### src/rtl/ipi_pkg.sv
package ipi_pkg;
    localparam int MAX_CORES  = 4;
    localparam int WORD_W     = 32;
    localparam int ID_W       = 14;
    localparam int PAYLOAD_W  = 16;
    localparam int BIT_ACK    = 31;
    localparam int BIT_GEN    = 30;
    localparam int BIT_PEND   = 30;
    localparam int DST_LO     = 16;
    localparam int SEL_BIT    = 2;
    localparam int IDX_LO     = 3;

    typedef struct packed {
        logic [WORD_W-1:0] ctrl;
        logic [WORD_W-1:0] status;
        logic              irq;
    } slot_t;

    typedef struct packed {
        logic              valid;
        logic [WORD_W-1:0] data;
    } rd_stage_t;
endpackage

### src/rtl/ipi_addr_decode.sv
module ipi_addr_decode
    import ipi_pkg::*;
#(
    parameter int NUM_CORES = 1,
    parameter int ADDR_W    = 5
) (
    input  logic                 req_valid,
    input  logic                 req_write,
    input  logic [ADDR_W-1:0]    req_addr,
    input  logic [WORD_W-1:0]    req_wdata,
    output logic [NUM_CORES-1:0] ctrl_we,
    output logic [NUM_CORES-1:0] gen_oh,
    output logic [NUM_CORES-1:0] ack_oh,
    output logic [ID_W-1:0]      src_id,
    output logic                 rd_en,
    output logic                 rd_hit,
    output logic                 rd_status,
    output logic [ADDR_W-IDX_LO-1:0] rd_idx
);
    localparam int IDX_W = ADDR_W - IDX_LO;

    logic [IDX_W-1:0] idx;
    logic [ID_W-1:0]  dst;
    logic             idx_ok;
    logic             dst_ok;
    logic             is_status;
    logic             ctrl_wr;
    logic             unused_low;

    assign unused_low = ^req_addr[SEL_BIT-1:0];

    always_comb begin
        idx       = req_addr[ADDR_W-1:IDX_LO];
        is_status = req_addr[SEL_BIT];
        dst       = req_wdata[DST_LO +: ID_W];
        idx_ok    = int'(idx) < NUM_CORES;
        dst_ok    = int'(dst) < NUM_CORES;
        ctrl_wr   = req_valid && req_write && !is_status && idx_ok;
        src_id    = ID_W'(idx);
        rd_en     = req_valid && !req_write;
        rd_hit    = idx_ok;
        rd_status = is_status;
        rd_idx    = idx;
    end

    for (genvar i = 0; i < NUM_CORES; i++) begin : g_dec
        assign ctrl_we[i] = ctrl_wr && (int'(idx) == i);
        assign gen_oh[i]  = ctrl_wr && req_wdata[BIT_GEN] && dst_ok && (int'(dst) == i);
        assign ack_oh[i]  = ctrl_wr && (int'(idx) == i) && req_wdata[BIT_ACK];
    end
endmodule

### src/rtl/ipi_core_slot.sv
module ipi_core_slot
    import ipi_pkg::*;
(
    input  logic              clk,
    input  logic              rst_n,
    input  logic              ctrl_we,
    input  logic              gen_hit,
    input  logic              ack_hit,
    input  logic [ID_W-1:0]   src_id,
    input  logic [WORD_W-1:0] wdata,
    output logic [WORD_W-1:0] ctrl_q,
    output logic [WORD_W-1:0] status_q,
    output logic              irq_q
);
    slot_t s_d, s_q;

    always_comb begin
        s_d = s_q;
        if (ctrl_we) begin
            s_d.ctrl = wdata;
        end
        // message first, acknowledge second
        if (gen_hit) begin
            s_d.status = {1'b0, 1'b1, src_id, wdata[PAYLOAD_W-1:0]};
        end
        if (ack_hit) begin
            s_d.status[BIT_PEND] = 1'b0;
        end
        s_d.irq = s_d.status[BIT_PEND];
    end

    always_ff @(posedge clk or negedge rst_n) begin
        if (!rst_n) begin
            s_q <= '0;
        end else begin
            s_q <= s_d;
        end
    end

    assign ctrl_q   = s_q.ctrl;
    assign status_q = s_q.status;
    assign irq_q    = s_q.irq;
endmodule

### src/rtl/ipi_mailbox.sv
module ipi_mailbox
    import ipi_pkg::*;
#(
    parameter int NUM_CORES = 1,
    parameter int ADDR_W    = 5
) (
    input  logic                 clk,
    input  logic                 rst_n,
    input  logic                 req_valid,
    output logic                 req_ready,
    input  logic                 req_write,
    input  logic [ADDR_W-1:0]    req_addr,
    input  logic [31:0]          req_wdata,
    output logic                 rd_valid,
    output logic [31:0]          rd_data,
    output logic [NUM_CORES-1:0] irq_o
);
    localparam int IDX_W = ADDR_W - IDX_LO;

    if (NUM_CORES < 1 || NUM_CORES > MAX_CORES) begin : g_bad_count
        $error("ipi_mailbox: NUM_CORES must lie in 1..4");
    end

    logic [NUM_CORES-1:0] ctrl_we, gen_oh, ack_oh;
    logic [ID_W-1:0]      src_id;
    logic                 rd_en, rd_hit, rd_status;
    logic [IDX_W-1:0]     rd_idx;
    logic [WORD_W-1:0]    ctrl_w   [NUM_CORES];
    logic [WORD_W-1:0]    status_w [NUM_CORES];
    rd_stage_t            rd_d, rd_q;

    ipi_addr_decode #(.NUM_CORES(NUM_CORES), .ADDR_W(ADDR_W)) u_dec (
        .req_valid (req_valid),
        .req_write (req_write),
        .req_addr  (req_addr),
        .req_wdata (req_wdata),
        .ctrl_we   (ctrl_we),
        .gen_oh    (gen_oh),
        .ack_oh    (ack_oh),
        .src_id    (src_id),
        .rd_en     (rd_en),
        .rd_hit    (rd_hit),
        .rd_status (rd_status),
        .rd_idx    (rd_idx)
    );

    for (genvar i = 0; i < NUM_CORES; i++) begin : g_slot
        ipi_core_slot u_slot (
            .clk      (clk),
            .rst_n    (rst_n),
            .ctrl_we  (ctrl_we[i]),
            .gen_hit  (gen_oh[i]),
            .ack_hit  (ack_oh[i]),
            .src_id   (src_id),
            .wdata    (req_wdata),
            .ctrl_q   (ctrl_w[i]),
            .status_q (status_w[i]),
            .irq_q    (irq_o[i])
        );
    end

    always_comb begin
        rd_d.valid = rd_en;
        rd_d.data  = '0;
        for (int i = 0; i < NUM_CORES; i++) begin
            if (rd_en && rd_hit && int'(rd_idx) == i) begin
                rd_d.data = rd_status ? status_w[i] : ctrl_w[i];
            end
        end
    end

    always_ff @(posedge clk or negedge rst_n) begin
        if (!rst_n) begin
            rd_q <= '0;
        end else begin
            rd_q <= rd_d;
        end
    end

    assign req_ready = 1'b1;
    assign rd_valid  = rd_q.valid;
    assign rd_data   = rd_q.data;
endmodule

### config.mk
export PLATFORM = sky130hd
export DESIGN_NAME = ipi_mailbox
export DESIGN_NICKNAME = d
export VERILOG_FILES = /design/src/rtl/ipi_pkg.sv /design/src/rtl/ipi_addr_decode.sv /design/src/rtl/ipi_core_slot.sv /design/src/rtl/ipi_mailbox.sv
export SDC_FILE = /design/constraint.sdc
export NUM_CORES = 1
export LEC_CHECK = 0
export BUFFER_PORTS_ARGS = -buffer_cell sky130_fd_sc_hd__buf_2
export CAP_MARGIN = 15
export CORE_MARGIN = 2
export CORE_UTILIZATION = 55
export DETAILED_ROUTE_END_ITERATION = 10
export PLACE_DENSITY = 0.79
export SETUP_SLACK_MARGIN = 0.1
export SLEW_MARGIN = 5
export SYNTH_ARGS = -nofsm -noshare
export SYNTH_HDL_FRONTEND = slang
export SYNTH_HIERARCHICAL = 1
export SYNTH_SLANG_ARGS = --single-unit
### constraint.sdc
create_clock -name clk -period 1.1 [get_ports clk]
set_clock_uncertainty 0.1 [all_clocks]
set_input_delay 0.33 -clock clk [delete_from_list [all_inputs] [get_ports clk]]
set_output_delay 0.33 -clock clk [all_outputs]
set_load 0.005 [all_outputs]
; ---- Yosys cells after proc, flatten, opt, wreduce, memory -nomap -nowiden
; Index checks and enable logic that the tools add are counted.
[classes]
reduce_logical = 16
order_cmp = 2
n_mux = 4
[ops]
columns = op, n
row1 = $mux W32, 2
row2 = $mux W31, 1
row3 = $logic_not A14 Y1, 1
row4 = $lt A14 B1 Y1 const B, 1
row5 = $logic_and A1 B1 Y1, 11
row6 = $logic_not A1 Y1, 2
row7 = $logic_not A2 Y1, 1
row8 = $lt A2 B1 Y1 const B, 1
row9 = $reduce_bool A2 Y1, 1
row10 = $mux W1, 1
[totals]
regBits = 84
out_inout_bits = 35
wordCells = 27

; ---- Logic depth before layout (Yosys ltp)
[depth]
depth_word = 8
ltp_mapped = 5

; ---- By module
; The synthesis kept the hierarchy.
[by_module_without_submodules]
columns = mod, area_each_um2, cells_each, instances
row1 = ipi_core_slot, 2517.4, 136, 1
row2 = ipi_mailbox, 1368.8, 108, 1
row3 = ipi_addr_decode, 205.2, 27, 1

; ---- Least setup slack after synthesis
; Ideal clock, no wire load.
[synth_timing]
path_kind = input -> register
start = input req_wdata[22]
end = register g_slot[0].u_slot.s_q (netlist bit g_slot[0].u_slot/status_q[10])
t_arrival_ns = 1.781
setup_time_ns = 0.125
slack_ns = -0.906
n_path_buf = 1
stages = 5
cell_sequence = or4_4 > nor4_2 > and4_1 > buf_4 > mux2_2
[synth_via]
elab_chain_cells = 3
[synth_lines]
columns = element, line
row1 = from (decl), ipi_mailbox.sv:13  ; input logic [31:0] req_wdata,
row2 = $lt A14 B1 Y1, ipi_addr_decode.sv:37  ; dst_ok = int'(dst) < NUM_CORES;
row3 = $logic_and A1 B1 Y1, ipi_addr_decode.sv:48  ; assign gen_oh[i] = ctrl_wr && req_wdata[BIT_GEN] && dst_ok && (int'(dst) == i);
row4 = $logic_and A1 B1 Y1 (*), ipi_addr_decode.sv:48
row5 = net gen_oh, ipi_mailbox.sv:24  ; logic [NUM_CORES-1:0] ctrl_we, gen_oh, ack_oh;
row6 = to (signal assigned), ipi_core_slot.sv:34  ; s_q <= '0;
row7 = to (signal assigned), ipi_core_slot.sv:36  ; s_q <= s_d;
row8 = to (decl), ipi_core_slot.sv:15  ; slot_t s_d, s_q;
; The timed path passes the listed nets; every way through them passes the cells marked *.
; A chain may end at the register's enable or synchronous reset.

; ---- Worst setup path in the final report
[layout_timing]
start = input req_wdata[21]
end = register g_slot[0].u_slot.s_q (netlist bit g_slot[0].u_slot/status_q[5])
; The elaborated chain is that of the path after synthesis.

==> reports/metrics.yaml <==
area_delta_synth_final_pct: 27.49
fmax_ghz: 0.5680
hpwlAfterDp_um: 4770
yosys_warnings: 6
drive_gt1_share_pct: 57.22
gp_congestion: 0.7609
p_int_mw: 5.511
yosysUniqueCellTypes: 20
num_io_pins: 76
hold_path.class: "input pin to flip-flop"
endpoint_kind: "flip-flop"
syn_avg_cell_area_um2: 15.10
final_nets: 410
power_density_nw_per_um2: 1419
dp_cells: 444
clk_pin_slew_worst_paths_ns: 0.10
via_per_inst: 4.977
min_period_ns: 1.761
die_w_um: 90.25
seq_area_frac_synth_pct: 58.72
seqPwrFrac_pct: 53.8
drt_iter0_markers: 69
timing.final.ws_setup_ns: -0.6606
p_comb_share_pct: 13.2
clk_latency_ns: 0.37
initial_utilization_pct: 56.71
grt_max_degree: 44
power.leakage_nw: 2.665
core_um2: 7214
fin_tns_setup_ns: -34.14
netlist_area_um2: 4091
portBuffers: 72
synth_top_family_by_area: "multiplexers"
die_area_um2: 8145
maxCapViolCount: 0
antenna_cells: 0
failed_checks: "negative setup slack"
synth-simple-area-share_pct: 5.015
synth_xor_area_share_pct: 0
instances_no_fill: 473
synthAdderAreaFrac_pct: 0
dr.pass1.iters: 4
min_period_over_period_pct: 160.1
yosys_register_bits: 96
ir_worst_vdd_uv: 1093
grt_pass1_vias: 2574
drcViolationCount: 0
arrival_ns: 1.92
yosysTopAreaCellShare_pct: 58.72
cts.sinks: 96
drv_slew: 0
cp_max_fo: 16
wirelength_um: 8236
finalSetupViolations: 98
fp.dieH_um: 90.25
num_vias: 2354
rows: 31
p_total_mw: 7.403
tritoncts: "done"
numCtsBuffers: 9
post-place-ws_ns: -1.035
setup.worst_path.class: "input pin to flip-flop"
yosys-top-cells-area: "dfrtp_1, mux2_4, mux2_2, mux2i_1, buf_4"
path_cells: "buf_2, or4_4, nor4_4, and4_4, buf_12, mux2_2"
synth-compound-area-share_pct: 0.2446
ant_nets: 0
grt_pass1_wl_um: 13320
outcome: "finished, violations left"
cp.required_ns: 1.26
synth_cells: 271
cts_root_buffer: "clkbuf_8"
holdWs_ns: 0.08349
hold_viol: 0
clockBufferDepth: 2
start_kind: "input pin"
wl_per_cell_um: 17.41
synth_mux_area_share_pct: 27.65
clkPwrFrac_pct: 33.1
grt_overflow_total: 0
synth_top_area_cell: "dfrtp_1"
critPathMaxStageDelay_ns: 0.52
rsz0062_at_grt: "true"
power.switching_mw: 1.892
gr-usage-all-layers_pct: 21.53
p_sw_share_pct: 25.56
antenna_found_initial: 0
htreeDepth: 3
slowest_stage: "or4_4"
[worst max-delay path, delay by kind of cell]
family        cells  cell delay (ns)
simple gates      3             0.95
buf+inv           2             0.27
mux               1             0.35
[state kept, by name, summed over array words and instances, names as in the netlist]
register / count
g_slot.u_slot/ctrl_q: 32
g_slot.u_slot/irq_q: 1
g_slot.u_slot/status_q: 30
rd_data: 32
rd_valid: 1
[layout make-up]
| cell class | instances | area, um2 |
|---|---|---|
| flip-flops and latches | 96 | 2402 |
| fillers | 493 | 1998 |
| multi-input cells | 151 | 1577 |
| repair buffers | 111 | 905.9 |
| clock buffers | 9 | 123.9 |
| well taps | 99 | 123.9 |
| clock inverters | 7 | 83.83 |
[cells by family after synthesis]
kind of cell	count (synthesis)
AND/OR/NAND/NOR	42
AO/OA/AOI/OAI	1
flip-flops	96
other	3
multiplexers	94
buffers and inverters	35
[cell usage after synthesis]
cell type  number
and2_1          1
and4_1          1
and4b_1         1
buf_12          3
buf_4          22
buf_6           9
clkbuf_2        1
conb_1          3
dfrtp_1        96
mux2_2         32
mux2_4         30
mux2i_1        32
nand4bb_1       1
nor2_1         33
nor2b_1         1
nor4_1          1
nor4_2          1
nor4b_1         1
o21ba_2         1
or4_4           1
[power by group through the flow]
stage	clock network [mW]	logic [mW]	registers [mW]
4_1_cts	2.49	0.907	3.97
5_1_grt	2.67	1.05	4.02
6_report	2.45	0.975	3.98
3_5_place_dp	0	0.862	4.03
2_1_floorplan	0	0.639	3.98
3_3_place_gp	0	0.834	4.02
[worst paths after layout]
path | startpoint | to | slack, ns | cells past startpoint
setup / recovery | req_wdata[21] | g_slot[0].u_slot/status_q[5]$_DFFE_PN0P_ | -0.66 | 6
hold / removal | req_wdata[22] | g_slot[0].u_slot/ctrl_q[22]$_DFFE_PN0P_ | 0.08 | 2
setup reg to reg | g_slot[0].u_slot/irq_q$_DFFE_PN0P_ | rd_data[30]$_DFF_PN0_ | 0.14 | 3
hold reg to reg | g_slot[0].u_slot/status_q[7]$_DFFE_PN0P_ | g_slot[0].u_slot/status_q[7]$_DFFE_PN0P_ | 0.42 | 1
max in group asynchronous | rst_n | g_slot[0].u_slot/status_q[14]$_DFFE_PN0P_ | 0.18 | 3
min in group asynchronous | rst_n | g_slot[0].u_slot/ctrl_q[30]$_DFFE_PN0P_ | 0.24 | 2
[routing by layer]
layer | wire, um | global-route usage [%]
met1 | 3683 | 29.14
met2 | 4118 | 34.15
met3 | 359 | 6.010
met4 | 74 | 6.795
met5 | 0 | 0
[placed cells by master (no fill, tap or decap), drive strengths merged]
| cell | instances |
|---|---|
| buf | 110 |
| dfrtp | 96 |
| mux2 | 62 |
| nor2 | 33 |
| mux2i | 32 |
| conb | 14 |
| clkbuf | 9 |
| inv | 4 |
| nor4 | 2 |
| nand4bb | 1 |
| bufinv | 1 |
| clkinvlp | 1 |
| clkinv | 1 |
| o21ba | 1 |
| dlygate4sd3 | 1 |
| and4b | 1 |
| nor4b | 1 |
| or4 | 1 |
| and4 | 1 |
| and2 | 1 |
| nor2b | 1 |
[repair_timing]
| action | 4_1_cts | 5_1_grt |
|---|---|---|
| hold buffers | 1 | 0 |
| resized for setup | 18 | 43 |
| pin swaps | 0 | 3 |
| setup endpoints to repair | 129 | 116 |
| endpoints found under the hold margin | 96 | 0 |
| gates cloned | 3 | 0 |
| setup buffers | 7 | 2 |
[metrics by stage]
step | area (um2) | utilization [%]
2_1_floorplan | 4180 | -
3_3_place_gp | 4582 | 63.51
3_5_place_dp | 4582 | 63.51
4_1_cts | 5035 | 69.79
5_1_grt | 5216 | 72.30
6_report | 5216 | 72.30
Power figures use the tool's default switching activity.
